<file path="src/rtl/trng_pkg.sv">
package trng_pkg;
    localparam int ADDR_W   = 8;
    localparam int DATA_W   = 32;

    localparam logic [7:0] A_STATUS = 8'h00;
    localparam logic [7:0] A_MASK   = 8'h04;
    localparam logic [7:0] A_CLEAR  = 8'h08;
    localparam logic [7:0] A_OSC    = 8'h0C;
    localparam logic [7:0] A_EN     = 8'h10;
    localparam logic [7:0] A_SCNT   = 8'h14;
    localparam logic [7:0] A_SWRST  = 8'h18;
    localparam logic [7:0] A_WDLIM  = 8'h1C;
    localparam logic [7:0] A_EHR0   = 8'h20;
    localparam logic [7:0] A_HSTAT  = 8'h40;
    localparam logic [7:0] A_HMASK  = 8'h44;
    localparam logic [7:0] A_HCLR   = 8'h48;

    localparam int NCAUSE     = 5;
    localparam int C_VALID    = 0;
    localparam int C_AUTOCORR = 1;
    localparam int C_CRNGT    = 2;
    localparam int C_VN       = 3;
    localparam int C_WDOG     = 4;
    localparam int HOST_BIT   = 10;
endpackage

</file>
<file path="src/rtl/trng_sampler.sv">
module trng_sampler #(
    parameter int NW     = 6,
    parameter int WW     = 32,
    parameter int SCNT_W = 16
) (
    input  logic                 clk,
    input  logic                 rst_n,
    input  logic                 restart_i,
    input  logic                 en_i,
    input  logic                 tick_i,
    input  logic                 bit_i,
    input  logic [SCNT_W-1:0]    sample_cnt_i,
    input  logic [NW-1:0]        rd_word_i,
    output logic [NW*WW-1:0]     ehr_o,
    output logic                 full_o,
    output logic                 full_rise_o
);
    localparam int NB  = NW * WW;
    localparam int BCW = $clog2(NB + 1);

    typedef struct packed {
        logic [NB-1:0]     ehr;
        logic [BCW-1:0]    nbits;
        logic [SCNT_W-1:0] div;
        logic              full;
        logic [NW-1:0]     rdmask;
    } smp_t;

    smp_t st_d, st_q;
    logic rise_d;

    always_comb begin
        st_d   = st_q;
        rise_d = 1'b0;
        if (restart_i) begin
            st_d = '0;
        end else begin
            for (int k = 0; k < NW; k++) begin
                if (rd_word_i[k]) begin
                    st_d.ehr[k*WW +: WW] = '0;
                    if (st_q.full) st_d.rdmask[k] = 1'b1;
                end
            end
            if (st_q.full && (&(st_q.rdmask | rd_word_i))) begin
                st_d.full   = 1'b0;
                st_d.nbits  = '0;
                st_d.rdmask = '0;
                st_d.div    = '0;
            end else if (!st_q.full && en_i && tick_i && (sample_cnt_i != '0)) begin
                if (st_q.div == sample_cnt_i - SCNT_W'(1)) begin
                    st_d.div   = '0;
                    st_d.ehr   = {st_d.ehr[NB-2:0], bit_i};
                    st_d.nbits = st_q.nbits + BCW'(1);
                    if (st_q.nbits == BCW'(NB - 1)) begin
                        st_d.full = 1'b1;
                        rise_d    = 1'b1;
                    end
                end else begin
                    st_d.div = st_q.div + SCNT_W'(1);
                end
            end
        end
    end

    always_ff @(posedge clk or negedge rst_n) begin
        if (!rst_n) st_q <= '0;
        else        st_q <= st_d;
    end

    assign ehr_o       = st_q.ehr;
    assign full_o      = st_q.full;
    assign full_rise_o = rise_d;

    a_r3_count_bound: assert property (@(posedge clk) disable iff (!rst_n)
        st_q.nbits <= BCW'(NB));

    a_r4_full_hold: assert property (@(posedge clk) disable iff (!rst_n)
        (st_q.full && !restart_i && !(&(st_q.rdmask | rd_word_i))) |=> st_q.full);

    for (genvar k = 0; k < NW; k++) begin : g_rdchk
        a_r4_read_zero: assert property (@(posedge clk) disable iff (!rst_n)
            (rd_word_i[k] && st_q.full) |=> (st_q.ehr[k*WW +: WW] == '0));
    end
endmodule

</file>
<file path="src/rtl/trng_watchdog.sv">
module trng_watchdog #(
    parameter int WD_W = 32
) (
    input  logic            clk,
    input  logic            rst_n,
    input  logic            restart_i,
    input  logic            run_i,
    input  logic [WD_W-1:0] limit_i,
    output logic            timeout_o
);
    typedef struct packed {
        logic [WD_W-1:0] cnt;
        logic            fired;
    } wd_t;

    wd_t wd_d, wd_q;
    logic to_d;

    always_comb begin
        wd_d = wd_q;
        to_d = 1'b0;
        if (restart_i) begin
            wd_d = '0;
        end else if (run_i && !wd_q.fired && (limit_i != '0)) begin
            if (wd_q.cnt == limit_i - WD_W'(1)) begin
                wd_d.fired = 1'b1;
                to_d       = 1'b1;
            end else begin
                wd_d.cnt = wd_q.cnt + WD_W'(1);
            end
        end
    end

    always_ff @(posedge clk or negedge rst_n) begin
        if (!rst_n) wd_q <= '0;
        else        wd_q <= wd_d;
    end

    assign timeout_o = to_d;

    // a timeout only comes from a running, armed counter
    a_r8_only_running: assert property (@(posedge clk) disable iff (!rst_n)
        timeout_o |-> (run_i && limit_i != '0 && !restart_i));

    a_r8_frozen: assert property (@(posedge clk) disable iff (!rst_n)
        (!run_i && !restart_i) |=> $stable(wd_q.cnt));
endmodule

</file>
<file path="src/rtl/trng_irq_bank.sv">
module trng_irq_bank #(
    parameter int           N        = 5,
    parameter logic [N-1:0] RST_MASK = '1
) (
    input  logic         clk,
    input  logic         rst_n,
    input  logic [N-1:0] set_i,
    input  logic [N-1:0] clr_i,
    input  logic         soft_clr_i,
    input  logic         mask_wr_i,
    input  logic [N-1:0] mask_wdata_i,
    output logic [N-1:0] status_o,
    output logic [N-1:0] mask_o,
    output logic         irq_o
);
    typedef struct packed {
        logic [N-1:0] status;
        logic [N-1:0] mask;
    } bank_t;

    bank_t bk_d, bk_q;

    always_comb begin
        bk_d = bk_q;
        if (soft_clr_i) bk_d.status = set_i;
        else            bk_d.status = (bk_q.status & ~clr_i) | set_i;
        if (mask_wr_i)  bk_d.mask   = mask_wdata_i;
    end

    always_ff @(posedge clk or negedge rst_n) begin
        if (!rst_n) begin
            bk_q.status <= '0;
            bk_q.mask   <= RST_MASK;
        end else begin
            bk_q <= bk_d;
        end
    end

    assign status_o = bk_q.status;
    assign mask_o   = bk_q.mask;
    assign irq_o    = |(bk_q.status & ~bk_q.mask);

    for (genvar b = 0; b < N; b++) begin : g_chk
        a_r6_set_wins: assert property (@(posedge clk) disable iff (!rst_n)
            set_i[b] |=> status_o[b]);
        a_r5_clear: assert property (@(posedge clk) disable iff (!rst_n)
            (clr_i[b] && !set_i[b]) |=> !status_o[b]);
    end
endmodule

</file>
<file path="src/rtl/trng_regcore.sv">
module trng_regcore
    import trng_pkg::*;
#(
    parameter int NUM_OSC   = 4,
    parameter int EHR_WORDS = 6,
    parameter int SCNT_W    = 16,
    parameter int WD_W      = 32
) (
    input  logic         clk,
    input  logic         rst_n,
    input  logic         bus_wr,
    input  logic         bus_rd,
    input  logic [7:0]   bus_addr,
    input  logic [31:0]  bus_wdata,
    output logic [31:0]  bus_rdata,
    input  logic [3:0]   osc_tick,
    input  logic [3:0]   osc_bit,
    input  logic         err_autocorr,
    input  logic         err_crngt,
    input  logic         err_vn,
    output logic         rng_irq,
    output logic         host_irq
);
    localparam int OSC_W = $clog2(NUM_OSC);
    localparam int NB    = EHR_WORDS * DATA_W;

    typedef struct packed {
        logic [OSC_W-1:0]  osc_sel;
        logic              src_en;
        logic [SCNT_W-1:0] sample_cnt;
        logic [WD_W-1:0]   wd_limit;
    } cfg_t;

    cfg_t cfg_d, cfg_q;
    logic en_rise, swrst, restart;
    logic mask_wr, hmask_wr;
    logic [NCAUSE-1:0] clr_rng, set_rng, status, mask;
    logic hclr, hstatus, hmask;
    logic [EHR_WORDS-1:0] rd_word;
    logic [NB-1:0] ehr;
    logic full, full_rise, wd_to;

    always_comb begin
        cfg_d    = cfg_q;
        en_rise  = 1'b0;
        swrst    = 1'b0;
        mask_wr  = 1'b0;
        hmask_wr = 1'b0;
        hclr     = 1'b0;
        clr_rng  = '0;
        if (bus_wr) begin
            case (bus_addr)
                A_OSC:   cfg_d.osc_sel    = bus_wdata[OSC_W-1:0];
                A_EN: begin
                    cfg_d.src_en = bus_wdata[0];
                    en_rise      = bus_wdata[0] & ~cfg_q.src_en;
                end
                A_SCNT:  cfg_d.sample_cnt = bus_wdata[SCNT_W-1:0];
                A_WDLIM: cfg_d.wd_limit   = bus_wdata[WD_W-1:0];
                A_SWRST: swrst            = bus_wdata[0];
                A_MASK:  mask_wr          = 1'b1;
                A_CLEAR: clr_rng          = bus_wdata[NCAUSE-1:0];
                A_HMASK: hmask_wr         = 1'b1;
                A_HCLR:  hclr             = bus_wdata[HOST_BIT];
                default: ;
            endcase
        end
        if (swrst) cfg_d.src_en = 1'b0;
    end

    always_ff @(posedge clk or negedge rst_n) begin
        if (!rst_n) cfg_q <= '0;
        else        cfg_q <= cfg_d;
    end

    assign restart = en_rise | swrst;

    for (genvar k = 0; k < EHR_WORDS; k++) begin : g_rd
        assign rd_word[k] = bus_rd && (bus_addr == A_EHR0 + 8'(4 * k));
    end

    trng_sampler #(.NW(EHR_WORDS), .WW(DATA_W), .SCNT_W(SCNT_W)) sampler_i (
        .clk          (clk),
        .rst_n        (rst_n),
        .restart_i    (restart),
        .en_i         (cfg_q.src_en),
        .tick_i       (osc_tick[cfg_q.osc_sel]),
        .bit_i        (osc_bit[cfg_q.osc_sel]),
        .sample_cnt_i (cfg_q.sample_cnt),
        .rd_word_i    (rd_word),
        .ehr_o        (ehr),
        .full_o       (full),
        .full_rise_o  (full_rise)
    );

    trng_watchdog #(.WD_W(WD_W)) wdog_i (
        .clk       (clk),
        .rst_n     (rst_n),
        .restart_i (restart),
        .run_i     (cfg_q.src_en && !full),
        .limit_i   (cfg_q.wd_limit),
        .timeout_o (wd_to)
    );

    always_comb begin
        set_rng             = '0;
        set_rng[C_VALID]    = full_rise;
        set_rng[C_AUTOCORR] = err_autocorr & cfg_q.src_en;
        set_rng[C_CRNGT]    = err_crngt & cfg_q.src_en;
        set_rng[C_VN]       = err_vn & cfg_q.src_en;
        set_rng[C_WDOG]     = wd_to;
    end

    trng_irq_bank #(.N(NCAUSE), .RST_MASK('1)) rng_bank_i (
        .clk          (clk),
        .rst_n        (rst_n),
        .set_i        (set_rng),
        .clr_i        (clr_rng),
        .soft_clr_i   (swrst),
        .mask_wr_i    (mask_wr),
        .mask_wdata_i (bus_wdata[NCAUSE-1:0]),
        .status_o     (status),
        .mask_o       (mask),
        .irq_o        (rng_irq)
    );

    trng_irq_bank #(.N(1), .RST_MASK(1'b1)) host_bank_i (
        .clk          (clk),
        .rst_n        (rst_n),
        .set_i        (rng_irq),
        .clr_i        (hclr),
        .soft_clr_i   (1'b0),
        .mask_wr_i    (hmask_wr),
        .mask_wdata_i (bus_wdata[HOST_BIT]),
        .status_o     (hstatus),
        .mask_o       (hmask),
        .irq_o        (host_irq)
    );

    always_comb begin
        bus_rdata = '0;
        case (bus_addr)
            A_STATUS: bus_rdata = 32'(status);
            A_MASK:   bus_rdata = 32'(mask);
            A_OSC:    bus_rdata = 32'(cfg_q.osc_sel);
            A_EN:     bus_rdata = 32'(cfg_q.src_en);
            A_SCNT:   bus_rdata = 32'(cfg_q.sample_cnt);
            A_WDLIM:  bus_rdata = 32'(cfg_q.wd_limit);
            A_HSTAT:  bus_rdata = 32'(hstatus) << HOST_BIT;
            A_HMASK:  bus_rdata = 32'(hmask) << HOST_BIT;
            default: begin
                for (int k = 0; k < EHR_WORDS; k++) begin
                    if (bus_addr == A_EHR0 + 8'(4 * k)) bus_rdata = ehr[k*DATA_W +: DATA_W];
                end
            end
        endcase
    end

    // soft reset drops the enable
    a_r10_swrst_disables: assert property (@(posedge clk) disable iff (!rst_n)
        swrst |=> !cfg_q.src_en);

    // host bit follows a raised generator interrupt
    a_r11_host_latch: assert property (@(posedge clk) disable iff (!rst_n)
        rng_irq |=> hstatus);

    // disabled source ignores health strobes
    a_r7_gate: assert property (@(posedge clk) disable iff (!rst_n)
        (!cfg_q.src_en && !status[C_AUTOCORR]) |=> !status[C_AUTOCORR]);
endmodule

</file>
<file path="config.mk">
export PLATFORM = sky130hd
export DESIGN_NAME = trng_regcore
export DESIGN_NICKNAME = d
export VERILOG_FILES = /design/src/rtl/trng_pkg.sv /design/src/rtl/trng_sampler.sv /design/src/rtl/trng_watchdog.sv /design/src/rtl/trng_irq_bank.sv /design/src/rtl/trng_regcore.sv
export SDC_FILE = /design/constraint.sdc
export NUM_CORES = 1
export LEC_CHECK = 0
export BUFFER_PORTS_ARGS = -buffer_cell sky130_fd_sc_hd__buf_4
export CAP_MARGIN = 20
export CORE_UTILIZATION = 45
export CTS_BUF_LIST = sky130_fd_sc_hd__clkbuf_8
export DETAILED_ROUTE_END_ITERATION = 8
export SLEW_MARGIN = 20
export SYNTH_ARGS = -nofsm -noshare
export SYNTH_HDL_FRONTEND = slang
export SYNTH_SLANG_ARGS = --single-unit
</file>
<file path="constraint.sdc">
create_clock -name clk -period 3.4 [get_ports clk]
set_input_delay 0.51 -clock clk [delete_from_list [all_inputs] [get_ports clk]]
set_output_delay 0.51 -clock clk [all_outputs]
set_load 0.01 [all_outputs]
</file>
==> results of run 1 <==
==> layer usage <==
metal / GRT usage (%) / wire length (um)
met5: 0 / 0
met4: 10.2 / 1520
met3: 3.44 / 2830
met2: 41.3 / 24200
met1: 38.2 / 23200
==> kinds of logic (layout without fill, tap and decap cells) <==
family	Yosys count	in the layout	synth area share (%)
compound gates	459	459	16.7
xor+xnor	77	77	4.04
fa+ha+maj	7	7	0.525
buf+inv	157	360	4.56
flops	319	319	47.9
mux	58	58	4.02
other cells	0	1	0
simple gates	802	802	22.3
==> layout make-up <==
class	instances	area, sq um	share of cell area, %
multi-input combinational	1403	8310	40.5
sequential	319	7990	39.0
timing repair buffer	233	2380	11.6
clock buffer	75	1030	5.03
tap	468	586	2.85
clock inverter	25	111	0.543
inverter	27	104	0.506
antenna	1	2.50	0.0122
==> cells in the final DEF, fill, tap and decap left out, types with 8 or more instances in the layout <==
cell	n
nand2_1	437
dfrtp_1	313
a21oi_1	186
buf_4	183
nand3_1	83
clkbuf_8	75
a22oi_1	65
nor2_1	59
o21ai_0	55
mux2_2	52
a21oi_2	44
inv_1	43
xnor2_1	42
xor2_1	35
or3_1	28
buf_12	26
nand4_1	25
nand2_2	24
and3_1	21
nor3_1	19
or4_1	16
a31oi_1	16
a22o_1	14
a221oi_1	13
nor4_1	12
clkbuf_16	12
nand2b_1	10
a222oi_1	8
==> report_power, final <==
group / internal (mW) / switching, mW
sequential: 3.97 / 0.250
combinational: 0.719 / 0.873
clock: 1.95 / 1.63
==> path summary, 6_finish.rpt <==
kind                                       from                endpoint  slack, ns  cells past startpoint
max                                   cfg_q[33]  rng_bank_i.status_o[0]      -0.04                     12
min                                   err_crngt  rng_bank_i.status_o[2]       0.09                      2
max reg2reg                           cfg_q[33]  rng_bank_i.status_o[0]      -0.04                     12
min reg2reg                rng_bank_i.mask_o[0]    rng_bank_i.mask_o[0]       0.49                      2
max in group asynchronous                 rst_n         wdog_i.wd_q[27]       1.99                      3
min in group asynchronous                 rst_n      sampler_i.st_q[14]       0.45                      2
==> timing repair <==
| action | in CTS | in global routing |
|---|---|---|
| pin swaps | 5 | 31 |
| endpoints found under the setup margin | 242 | 244 |
| gates cloned | 1 | 15 |
| hold buffers | 1 | 0 |
| gates resized for setup | 13 | 86 |
| buffers inserted | 7 | 2 |
| endpoints found under the hold margin | 73 | 0 |
==> state kept, by name (all words and copies together) (netlist names) <==
name	count
host_bank_i.status_o	1
host_bank_i.mask_o	1
wdog_i.wd_q	33
rng_bank_i.status_o	5
cfg_q	51
rng_bank_i.mask_o	5
sampler_i.full_o	1
sampler_i.st_q	30
sampler_i.ehr_o	192
==> critical path: stages (launching register included) <==
cell and delay (ns):
dfrtp_1 0.39, inv_2 0.08, ha_4 0.13, or4b_4 0.47, nor3_4 0.18, a31oi_1 0.11
a221o_1 0.33, a2111o_1 0.41, buf_6 0.14, nor4_4 0.30, nand4_1 0.20, or4_4 0.47
o21ai_2 0.16
==> stage by stage <==
stage	worst slack [ns]	hold WS, ns	total power, mW	util (%)
4_1_cts	0.00189	0.0544	9.45	54.5
2_1_floorplan	-0.0376	0.214	5.21	-
3_5_place_dp	-0.332	0.494	5.82	50.9
6_report	-0.0434	0.0879	9.39	56.2
3_3_place_gp	-0.383	0.479	5.78	50.9
5_1_grt	-0.158	0.0821	9.81	56.2
==> metrics.txt, run 1 <==
synth warn 0; fin area 20,500 sq um; Syn Nets 1,941; nets@finish 2,100; count leader, synth nand2_1; RSZ-0062 raised after global routing true; Final Slew Violations 0; CTS buffer count 54; Crit Path Category reg2reg; Yosys reg bits 319; Post-synth top flop dfrtp_1; Area Overhead vs Synth 22.9%; gr usage total 26.7%; I/O pin cnt 89; wire per inst 20.3 um; antenna violations before repair 1; GRT overflow 0; Slew @ Worst Pin 0.757 ns; CP Launch Type flip-flop; Worst EP arrival 4.01 ns; Port Buffers 88; DIE HEIGHT 195 um; status finished with violations; pin count of the biggest net entering global routing 86; number of vias per cell 5.92; cell accounting for the most synthesized area dfrtp_1; Post-Synthesis Cells 1,879; Setup TNS -0.456 ns; vias in the first global route 14,500; placed inst area 18,600 sq um; gp weighted congestion 0.916; CTS root buf clkbuf_8; Final HPWL DP 34,100 um; layout cells sized above 1 23.6%; Routed WL 51,800 um; Core Region 36,500 sq um; Max VDD drop 0.272 mV; Slew headroom 49.4%; crit end category flip-flop; clock sinks 319; crit path time final 3.44 ns; via count 15,100; failing checks negative setup slack; Hold Vio Cnt, Final 0; clock slew at reported path FFs 0.06 ns; first-pass GRT wire length 80,100 um; DRC 0; Final WS setup -0.0434 ns; H-Tree Depth 2; post-synthesis average cell area 8.89 sq um; Antenna Nets Post-Route 0; Pwr Density 458 nW/um^2; Mapped Area 16,700 sq um; overall die width 195 um; register area share after synthesis 47.9%; top cells by area, synth dfrtp_1, nand2_1, a21oi_1; worst hold path type in2reg; Initial Utilization 45.7%; leakage 8.96 nW; number of distinct library cells after synthesis 79; Fmax achieved 0.290 GHz; DR pass1 iterations 7; Worst-Skew Late Latency 0.64 ns; Max FO, Critical Path 3; ys async rst share 100%; Longest Clk Path Bufs 3; final cycle utilization of the critical path 101%; Iter 0 DRT Violations 1,141; Non-Filler Instances 2,551; Post-Place Cells 2,425; number of synthesized flops with an enable pin 0; FP Rows 70; setup violators final 33; CTS tree built; fill cell count 3,361; top post-synthesis cells by count nand2_1, dfrtp_1, a21oi_1, nand3_1, clkbuf_1; Die ar. 37,900 sq um; Max-Cap Viols 0; Synth top area share 46.9%; Clock Skews 0.0136 ns; Worst Path Required 3.97 ns
Power figures use the tool's default switching activity.
==> run 2: changes to the inputs <==
--- a/config.mk
+++ b/config.mk
@@ -7,6 +7,7 @@
 export LEC_CHECK = 0
 export BUFFER_PORTS_ARGS = -buffer_cell sky130_fd_sc_hd__buf_4
 export CAP_MARGIN = 20
+export CORE_ASPECT_RATIO = 0.6
 export CORE_UTILIZATION = 45
 export CTS_BUF_LIST = sky130_fd_sc_hd__clkbuf_8
 export DETAILED_ROUTE_END_ITERATION = 8
==> run 2 against run 1 <==
  * The run still ends with negative setup slack left
  * Combinational power is 4% higher
  * Sequential cell count unchanged
  * Wire length is 4.0% higher
  * Critical path type unchanged
==> metrics.txt, run 2 (synthesis results as in run 1) <==
DR pass1 iterations 6 (-1); Non-Filler Instances 2,541 (-0.39%); Crit Path Category reg2reg; Slew headroom 33.2% (-16 points); Max-Cap Viols 0 (unchanged); nets@finish 2,090 (-0.48%); RSZ-0062 raised after global routing true; Core Region 36,400 sq um (-0.29%); CP max stage delay 0.48 ns (about the same); crit end category flip-flop; Hold Vio Cnt, Final 0 (unchanged); Final WS setup -0.106 ns (-0.0628 ns); pin count of the biggest net entering global routing 94 (+9.3%); clock sinks 319 (unchanged); Iter 0 DRT Violations 1,683 (+48%); wire per inst 21.2 um (+4.4%); Final HPWL DP 35,900 um (+5.2%); Area Overhead vs Synth 21.2%; # diodes 0 (-1); layout cells sized above 1 22.1% (-1.5 points); WL met3 4850 um (+72%); status finished with violations; Fin Hold WS 0.141 ns (+0.0533 ns); CTS root buf clkbuf_8; Max FO, Critical Path 27 (+24); crit path time final 3.51 ns (+0.0628 ns); clock slew at reported path FFs 0.07 ns (about the same); antenna violations before repair 0 (-1); delay-heaviest family, CP simple AND/OR/NAND/NOR gates; failing checks negative setup slack; CP Launch Type flip-flop; Fmax achieved 0.285 GHz (-1.8%); Worst Path Required 3.83 ns (-0.14 ns); most frequent cells in the layout nand2_1, dfrtp_1, a21oi_1, buf_4, nand3_1; Routed WL 53,900 um (+4.0%); worst hold path type in2reg; overall die width 251 um (+29%); FP Rows 54 (-23%); I/O pin cnt 89 (unchanged); gr usage total 27.9% (+1.2 points); Worst EP arrival 3.94 ns (-0.07 ns); Slew @ Worst Pin 1.00 ns (+0.245 ns); dpl ws -0.239 ns (+0.0923 ns); DIE HEIGHT 151 um (-22%); via count 15,000 (-0.58%); Final Slew Violations 0 (unchanged); vias in the first global route 14,000 (-3.5%); WP buf/inv 2 (unchanged); met2 routed WL 22,500 um (-7.0%); Port Buffers 88 (unchanged); Met1 Wirelength 25,700 um (+11%); first-pass GRT wire length 81,800 um (+2.1%); number of vias per cell 5.91 (-0.19%); Core Util, Final 55.6% (-0.58 points); GRT overflow 0 (unchanged); commonest non-fill, non-tap cell in the layout nand2_1; gp weighted congestion 0.916 (about the same); Max VDD drop 0.274 mV (+0.87%); H-Tree Depth 2 (unchanged); Clock Skews 0.0111 ns (-0.00252 ns); Post-Place Cells 2,438 (+0.54%); CTS buffer count 48 (-11%); Pwr Density 457 nW/um^2 (-0.20%); Worst-Skew Late Latency 0.61 ns (-0.03 ns); CTS tree built; leakage 8.81 nW (-1.6%); worst path cell trace inv_2, ha_4, or4b_4, nor3_4, a31oi_1, a221o_1, a2111o_1, or3_4, or2_4, buf_16, nand2_1, a21oi_1; setup violators final 191 (+480%); final cycle utilization of the critical path 103% (+1.8 points); max reg flops 192 (unchanged); Die ar. 37,900 sq um (about the same); Antenna Nets Post-Route 0 (unchanged); Final Total Pwr 9.25 mW (-1.5%); Longest Clk Path Bufs 3 (unchanged); fin area 20,200 sq um (-1.3%); DRC 0 (unchanged); CP max stage cell or4b_4; placed inst area 18,500 sq um (-0.22%); Setup TNS -10.08 ns (-9.62 ns); Initial Utilization 45.8% (+0.13 points); Highest Signal Layer met4
-- run 2: cell types whose count changed in the layout (fill, tap and decap cells not counted), moves of 5 or more --
cell	delta
clkbuf_8	-16
nand2_2	-14
clkbuf_16	-5
a21oi_2	-26
buf_12	-9
nand2_4	+11
a21oi_1	+26
-- run 2: layout make-up --
type,count,area (sq um)
fillers,3370,16200
repair buffers,228,2200
clock inverters,28,204
multi-input cells,1404,8340
well taps,476,596
clock buffers,59,812
inverters,27,104
flip-flops and latches,319,7990
-- run 2: routing by layer --
| metal | vias up | track usage [%] |
|---|---|---|
| met5 | - | 0 |
| met4 | 0 | 5.67 |
| met3 | 59 | 7.36 |
| met2 | 624 | 39.9 |
| met1 | 7380 | 42.0 |
| li1 | 6949 | - |
-- run 2: timing repair --
action / in CTS / in global routing
gates resized for setup: 15 / 87
hold endpoints to repair: 51 / 0
setup buffers: 0 / 4
pin swaps: 4 / 10
hold buffers: 1 / 0
setup endpoints to repair: 239 / 246
cloned: 2 / 9
-- run 2: final timing paths --
path | slack [ns] | cells past startpoint | startpoint | endpoint
setup / recovery | -0.11 | 12 | cfg_q[33] | sampler_i.ehr_o[119]
hold / removal | 0.14 | 2 | bus_wdata[21] | cfg_q[21]
setup reg to reg | -0.11 | 12 | cfg_q[33] | sampler_i.ehr_o[119]
hold reg to reg | 0.50 | 2 | rng_bank_i.mask_o[0] | rng_bank_i.mask_o[0]
max in group asynchronous | 1.90 | 3 | rst_n | host_bank_i.mask_o
min in group asynchronous | 0.48 | 2 | rst_n | wdog_i.wd_q[22]
-- run 2: power by group --
group	switching [mW]	internal, mW	total, mW
clock	1.59	1.80	3.39
sequential	0.240	3.97	4.21
combinational	0.923	0.726	1.65
